**config.mk**
```make
export PLATFORM = sky130hd
export DESIGN_NAME = dual_agu
export DESIGN_NICKNAME = d
export VERILOG_FILES = /design/src/rtl/agu_pkg.sv /design/src/rtl/agu_step.sv /design/src/rtl/agu_brev.sv /design/src/rtl/agu_port.sv /design/src/rtl/dual_agu.sv
export SDC_FILE = /design/constraint.sdc
export NUM_CORES = 1
export LEC_CHECK = 0
export BUFFER_PORTS_ARGS = -buffer_cell sky130_fd_sc_hd__buf_2
export CORE_ASPECT_RATIO = 1.1
export CORE_MARGIN = 3
export CORE_UTILIZATION = 43
export CTS_BUF_LIST = sky130_fd_sc_hd__clkbuf_4 sky130_fd_sc_hd__clkbuf_8
export DETAILED_ROUTE_END_ITERATION = 8
export GPL_TIMING_DRIVEN = 0
export PLACE_DENSITY = 0.8
export SLEW_MARGIN = 20
export SYNTH_ARGS = -nofsm -noshare
export SYNTH_HDL_FRONTEND = slang
export SYNTH_HIERARCHICAL = 1
export SYNTH_SLANG_ARGS = --single-unit
```
**constraint.sdc**
```tcl
create_clock -name clk -period 3.4 [get_ports clk]
set_input_delay 0.17 -clock clk [delete_from_list [all_inputs] [get_ports clk]]
set_output_delay 0.17 -clock clk [all_outputs]
set_load 0.005 [all_outputs]
```
**src/rtl/agu_pkg.sv**
```systemverilog
package agu_pkg;
  typedef enum logic [1:0] {
    CMD_HOLD = 2'b00,
    CMD_INC  = 2'b01,
    CMD_DEC  = 2'b10,
    CMD_KEEP = 2'b11
  } agu_cmd_e;
endpackage

```
**src/rtl/agu_step.sv**
```systemverilog
// Linear or circular one-word step on a word address (byte address >> 1).
module agu_step
  import agu_pkg::*;
#(
  parameter int WW = 15
) (
  input  logic [WW-1:0] ptr_w,
  input  logic [1:0]    cmd,
  input  logic          circ_en,
  input  logic [WW-1:0] start_w,
  input  logic [WW-1:0] end_w,
  output logic [WW-1:0] nxt_w
);
  logic [WW-1:0] inc_w;
  logic [WW-1:0] dec_w;
  logic          at_end;
  logic          at_start;

  assign inc_w    = ptr_w + WW'(1);
  assign dec_w    = ptr_w - WW'(1);
  assign at_end   = (ptr_w == end_w);
  assign at_start = (ptr_w == start_w);

  always_comb begin
    unique case (agu_cmd_e'(cmd))
      CMD_INC:  nxt_w = (circ_en && at_end)   ? start_w : inc_w;
      CMD_DEC:  nxt_w = (circ_en && at_start) ? end_w   : dec_w;
      default:  nxt_w = ptr_w;
    endcase
  end
endmodule

```
**src/rtl/agu_brev.sv**
```systemverilog
// Reverse-carry adder: the carry travels from the top bit toward bit 0.
module agu_brev #(
  parameter int WW = 15
) (
  input  logic [WW-1:0] a_w,
  input  logic [WW-1:0] m_w,
  output logic [WW-1:0] s_w
);
  logic [WW-1:0] a_r;
  logic [WW-1:0] m_r;
  logic [WW-1:0] s_r;

  for (genvar i = 0; i < WW; i++) begin : g_rev
    assign a_r[i] = a_w[WW-1-i];
    assign m_r[i] = m_w[WW-1-i];
    assign s_w[i] = s_r[WW-1-i];
  end

  assign s_r = a_r + m_r;
endmodule

```
**src/rtl/agu_port.sv**
```systemverilog
// One operand port: step selection plus registered outputs.
module agu_port
  import agu_pkg::*;
#(
  parameter int AW       = 16,
  parameter bit HAS_BREV = 1'b1
) (
  input  logic          clk,
  input  logic          rst,
  input  logic          req,
  input  logic [1:0]    cmd,
  input  logic [AW-1:0] ptr,
  input  logic          circ_en,
  input  logic [AW-1:0] buf_start,
  input  logic [AW-1:0] buf_end,
  input  logic          brev_en,
  input  logic [AW-1:0] brev_mod,
  output logic          valid,
  output logic [AW-1:0] ea,
  output logic [AW-1:0] nxt
);
  localparam int WW = AW - 1;

  logic [WW-1:0] ptr_w;
  logic [WW-1:0] start_w;
  logic [WW-1:0] end_w;
  logic [WW-1:0] mod_w;
  logic [WW-1:0] step_w;
  logic [WW-1:0] rev_w;
  logic [WW-1:0] upd_w;
  logic          brev_sel;
  logic          unused_low;

  assign ptr_w      = ptr[AW-1:1];
  assign start_w    = buf_start[AW-1:1];
  assign end_w      = buf_end[AW-1:1];
  assign mod_w      = brev_mod[AW-1:1];
  assign unused_low = ^{ptr[0], buf_start[0], buf_end[0], brev_mod[0]};

  agu_step #(.WW(WW)) u_step (
    .ptr_w   (ptr_w),
    .cmd     (cmd),
    .circ_en (circ_en),
    .start_w (start_w),
    .end_w   (end_w),
    .nxt_w   (step_w)
  );

  if (HAS_BREV) begin : g_brev
    agu_brev #(.WW(WW)) u_brev (
      .a_w (ptr_w),
      .m_w (mod_w),
      .s_w (rev_w)
    );
    assign brev_sel = brev_en && (agu_cmd_e'(cmd) == CMD_INC);
  end else begin : g_nobrev
    logic unused_brev;
    assign unused_brev = brev_en ^ (^mod_w);
    assign rev_w       = '0;
    assign brev_sel    = 1'b0;
  end

  // Bit-reverse outranks circular wrap.
  assign upd_w = brev_sel ? rev_w : step_w;

  always_ff @(posedge clk) begin
    if (rst) begin
      valid <= 1'b0;
      ea    <= '0;
      nxt   <= '0;
    end else begin
      valid <= req;
      if (req) begin
        ea  <= {ptr_w, 1'b0};
        nxt <= {upd_w, 1'b0};
      end
    end
  end

  // ---------------- assertions ----------------
  assert_valid_follows_req_R2: assert property (@(posedge clk) disable iff (rst)
    req |=> valid);

  assert_idle_hold_R2: assert property (@(posedge clk) disable iff (rst)
    !req |=> (!valid && $stable(ea) && $stable(nxt)));

  assert_aligned_R12: assert property (@(posedge clk) disable iff (rst)
    valid |-> (ea[0] == 1'b0 && nxt[0] == 1'b0));

  assert_linear_inc_R3: assert property (@(posedge clk) disable iff (rst)
    (req && cmd == 2'b01 && !circ_en && !(HAS_BREV && brev_en))
    |=> nxt == $past({ptr[AW-1:1], 1'b0}) + AW'(2));

  assert_linear_dec_R4: assert property (@(posedge clk) disable iff (rst)
    (req && cmd == 2'b10 && !circ_en)
    |=> nxt == $past({ptr[AW-1:1], 1'b0}) - AW'(2));

  assert_circ_inc_wrap_R6: assert property (@(posedge clk) disable iff (rst)
    (req && cmd == 2'b01 && circ_en && !(HAS_BREV && brev_en) &&
     ptr[AW-1:1] == buf_end[AW-1:1])
    |=> nxt == $past({buf_start[AW-1:1], 1'b0}));

  assert_circ_dec_wrap_R7: assert property (@(posedge clk) disable iff (rst)
    (req && cmd == 2'b10 && circ_en && ptr[AW-1:1] == buf_start[AW-1:1])
    |=> nxt == $past({buf_end[AW-1:1], 1'b0}));

  assert_hold_R5: assert property (@(posedge clk) disable iff (rst)
    (req && (cmd == 2'b00 || cmd == 2'b11))
    |=> nxt == $past({ptr[AW-1:1], 1'b0}));
endmodule

```
**src/rtl/dual_agu.sv**
```systemverilog
module dual_agu #(
  parameter int AW = 16
) (
  input  logic          clk,
  input  logic          rst,
  input  logic          x_req,
  input  logic [1:0]    x_cmd,
  input  logic [AW-1:0] x_ptr,
  input  logic          x_circ_en,
  input  logic [AW-1:0] x_buf_start,
  input  logic [AW-1:0] x_buf_end,
  input  logic          x_brev_en,
  input  logic [AW-1:0] x_brev_mod,
  input  logic          y_req,
  input  logic [1:0]    y_cmd,
  input  logic [AW-1:0] y_ptr,
  input  logic          y_circ_en,
  input  logic [AW-1:0] y_buf_start,
  input  logic [AW-1:0] y_buf_end,
  output logic          x_valid,
  output logic [AW-1:0] x_ea,
  output logic [AW-1:0] x_next,
  output logic          y_valid,
  output logic [AW-1:0] y_ea,
  output logic [AW-1:0] y_next
);
  agu_port #(.AW(AW), .HAS_BREV(1'b1)) u_x (
    .clk       (clk),
    .rst       (rst),
    .req       (x_req),
    .cmd       (x_cmd),
    .ptr       (x_ptr),
    .circ_en   (x_circ_en),
    .buf_start (x_buf_start),
    .buf_end   (x_buf_end),
    .brev_en   (x_brev_en),
    .brev_mod  (x_brev_mod),
    .valid     (x_valid),
    .ea        (x_ea),
    .nxt       (x_next)
  );

  agu_port #(.AW(AW), .HAS_BREV(1'b0)) u_y (
    .clk       (clk),
    .rst       (rst),
    .req       (y_req),
    .cmd       (y_cmd),
    .ptr       (y_ptr),
    .circ_en   (y_circ_en),
    .buf_start (y_buf_start),
    .buf_end   (y_buf_end),
    .brev_en   (1'b0),
    .brev_mod  ('0),
    .valid     (y_valid),
    .ea        (y_ea),
    .nxt       (y_next)
  );
endmodule

```
## Word-level counts from Yosys, hierarchy flattened

Index checks and enable logic that the tools add are counted.
Widths: inputs -> output; s select.

| word-level totals | value |
|---|---|
| flip-flop bits (word level) | 62 |
| bits of input ports | 123 |
| output and inout port bits | 66 |

| operators by class | value |
|---|---|
| add/sub/neg operators | 5 |
| equal/unequal tests | 8 |
| multiplexer cells | 7 |
| reductions and logical operators | 5 |

Operator list:

| cell | number |
|---|---|
| $mux 15 | 5 |
| $eq 15x15->1 | 4 |
| $pmux 15 s2 | 2 |
| $add 15x1->15 const B | 2 |
| $sub 15x1->15 const B | 2 |
| $add 15x15->15 | 1 |
| $logic_and 1x1->1 | 5 |
| $eq 2x1->1 const B | 2 |
| $eq 2x2->1 const B | 2 |

## Longest topological paths before layout

| logic depth | value |
|---|---|
| depth in word-level cells | 5 |
| gate-level depth with buffers | 11 |
| mapped depth without buffers | 10 |

## Hierarchy

Netlist, hierarchy kept.

By module, submodules not included:

| module | times used | cells an instance | area an instance (µm²) | sequential area each (µm²) |
|---|---|---|---|---|
| agu_step at u_y.u_step | 1 | 228 | 1582.8 | 0.0 |
| agu_step at u_x.u_step | 1 | 220 | 1537.7 | 0.0 |
| agu_port at u_x | 1 | 138 | 1246.2 | 620.6 |
| agu_port at u_y | 1 | 102 | 1142.3 | 620.6 |
| agu_brev | 1 | 84 | 666.9 | 0.0 |
| dual_agu | 1 | 1 | 3.8 | 0.0 |

## Worst setup path before layout

No wires, ideal clock.

| timing path | value |
|---|---|
| path kind | in2reg |
| start | input y_ptr[2] |
| end | register u_y.nxt[15] |
| library setup time | 0.117 ns |
| arrival time | 2.044 ns |
| data required time | 3.283 ns |
| path slack | 1.239 ns |
| stages | 11 |
| path buffers | 1 |
| path through | clkbuf_1 -> inv_1 -> ha_1 -> or4b_4 -> nor3_2 -> nand2_1 -> nor3b_1 -> o21bai_1 -> o211a_1 -> mux2i_1 -> nor2_1 |

| on the way | value |
|---|---|
| word-level cells in the longest chain between the ends | 4 |
| elaborated cells on any way between the ends | 9 |

Ends and longest elaborated chain:

| what | line | source |
|---|---|---|
| start, declared | dual_agu.sv:16 | `input logic [AW-1:0] y_ptr,` |
| branches (longest 3 deep; another with $sub 15x1->15) | n/a |  |
| $pmux 15 s2 * | agu_step.sv:25 | `unique case (agu_cmd_e'(cmd))` |
| via u_y.step_w[14] | agu_port.sv:28 | `logic [WW-1:0] step_w;` |
| end signal, assigned | agu_port.sv:75 | `nxt <= {upd_w, 1'b0};` |
| end, declared | agu_port.sv:20 | `output logic [AW-1:0] nxt` |

Mark *: on every way through the listed nets, which the timed path passes.
A chain may end at the register's enable or synchronous reset.

## Worst setup path after layout

Same ends and word-level chain as after synthesis.

==> results.cfg <==
[sta]
relSlewSlack_pct = 59.4
hold_viol = 0
rsz0062_at_grt = no
finalSetupTns_ps = 0
fin_crit_ps = 2390
finalWorstSetupSlack_ps = 1010
post-route-period-util_pct = 70.4
setup_viol = 0
fin_worst_skew_ps = 0
tightestPinTransition_ps = 609
fmaxAchievable_ghz = 0.418
slew_viol_final = 0

[layout]
insertedDiodeCount = 0
final_cell_mix = buf_2, nor2_1, xnor2_1, nand2_1, mux2i_1
drive_gt1_share_pct = 28.1
n_fill_cell = 1342
area_delta_synth_final_pct = 20.9
num-nets-final = 1106
final_core_util_pct = 53.7
final_common_cell = buf_2

[power_and_ir_drop]
p_leak_nw = 3.40
power.internal_w = 0.00140
ir_worst_vdd_uv = 169
comb_power_share_pct = 36.2
power_density_mw_per_mm2 = 293
swShare_pct = 35.9
p_seq_share_pct = 36.7
switchingPower_w = 0.000783
clkPwrFrac_pct = 27.1

[floorplanning]
rows = 45
initial_core_util_pct = 44.4
core_sq_mm = 0.0139
die_h_microns = 132
die-area_sq_mm = 0.0158
die_w_microns = 120
ioPinCount = 189

[global_routing]
grt_pass1_vias = 6070
antenna_found_initial = 3
grt_first_pass_wirelength_microns = 30600
gr-usage-all-layers_pct = 24.2
grt_overflow = 0
grt_max_degree = 12

[worst_setup_path]
cp.arrival_ps = 2640
worstPathRequired_ps = 3650
endpoint_kind = flip-flop
critPathMaxFanout = 8
critical_path_class = in -> reg
cp_top_family = simple AND/OR/NAND/NOR gates
critPathBufInv = 3
slowest_stage = or4b_4
cp_cell_sequence = buf_2 > clkbuf_1 > inv_1 > ha_1 > or4b_4 > nor3_2 > nand2_1 > nor3b_1 > o21bai_1 > o211a_1 > mux2i_1 > nor2_1
cp-start-kind = primary input
crit_path_max_incr_delay_ps = 530

[place]
hpwl_microns = 15600
pre_cts_ws_ps = 738
globalplace.congestion = 0.932
port_buffers = 175

[cts]
clkSlewWorstSetupHoldPaths_ps = 70
cts_buffers = 9
clkLatencyLatePin_ps = 350
htree_levels = 3
cts_tree = built
ctsHoldBuffers = 0
cts.sinks = 62
post_cts_buffers = 0
ctsResizeCount = 0
cts-root-buf = clkbuf_8
clock_path_buffers = 2

[detailed_routing]
viasPerCell = 5.57
dr.pass1.iters = 5
wl_microns = 19700
wl_per_cell_microns = 17.1
drtIter0Drc = 636
drc = 0
num_vias = 6423
ant_nets = 0

[min_path]
hp-class = in -> reg

[job]
maxCapViolCount = 0

[logic_synthesis]
netlist_instances = 772
yosys_warnings = 6
avgSynthCellArea_sq_um = 8.00
syn_area_sq_mm = 0.00618

[run_status]
status = finished clean
power by group through the flow:
| stage | Clock, W | Combinational (W) | Sequential (W) |
|---|---|---|---|
| after floorplan | 0 | 0.000502 | 0.000819 |
| after global placement | 0 | 0.000768 | 0.000816 |
| after detailed placement | 0 | 0.000780 | 0.000817 |
| after CTS | 0.000607 | 0.000783 | 0.000802 |
| after global routing | 0.000640 | 0.000863 | 0.000808 |
| final | 0.000591 | 0.000791 | 0.000802 |
stage by stage:
stage	instances	cell area, sq um	hold slack, ps	power [W]
CTS	1153	7460	55.9	0.00219
detailed placement	1137	7290	443	0.00160
floorplan	774	6180	242	0.00132
global placement	1137	7290	428	0.00158
global route	1153	7460	56.4	0.00231
finish	1153	7460	73.8	0.00218
layer usage:
metal	vias up	share of wire, %	GRT usage (%)
met4	6	3.5	8.69
met1	2921	40	30.2
met3	64	10	6.93
li1	3088	-	-
met2	344	46	39.5
met5	-	0.15	0
tightest hold or removal path, delay by kind of cell:
family                 cells  cell delay, ps
and+or+nand+nor            1              70
buffers and inverters      1              90
muxes                      1              60
final timing paths:
check	start	slack, ps	depth (start not counted)	end
worst max-delay path	y_ptr[2]	1010	12	u_y/nxt[15]
worst min-delay path	y_ptr[14]	70	3	u_y/ea[14]
worst max register to register	u_x/nxt[11]	2630	2	u_x/nxt[11]
worst min register to register	u_x/nxt[13]	480	2	u_x/nxt[13]
sequential cells by signal, summed over array words and instances, names as in the netlist:
signal     cells
u_y/valid      1
u_x/ea        15
u_y/nxt       15
u_x/nxt       15
u_y/ea        15
u_x/valid      1
cell type report:
class / count / area, sq um / area share (%)
Clock inverter: 6 / 38.8 / 0.520
Sequential cell: 62 / 1240 / 16.6
Clock buffer: 10 / 131 / 1.76
Buffer: 70 / 478 / 6.40
Multi-Input combinational cell: 625 / 4400 / 59.0
Timing Repair Buffer: 175 / 876 / 11.7
Inverter: 17 / 63.8 / 0.855
Tap cell: 188 / 235 / 3.15
Power figures use the tool's default switching activity.
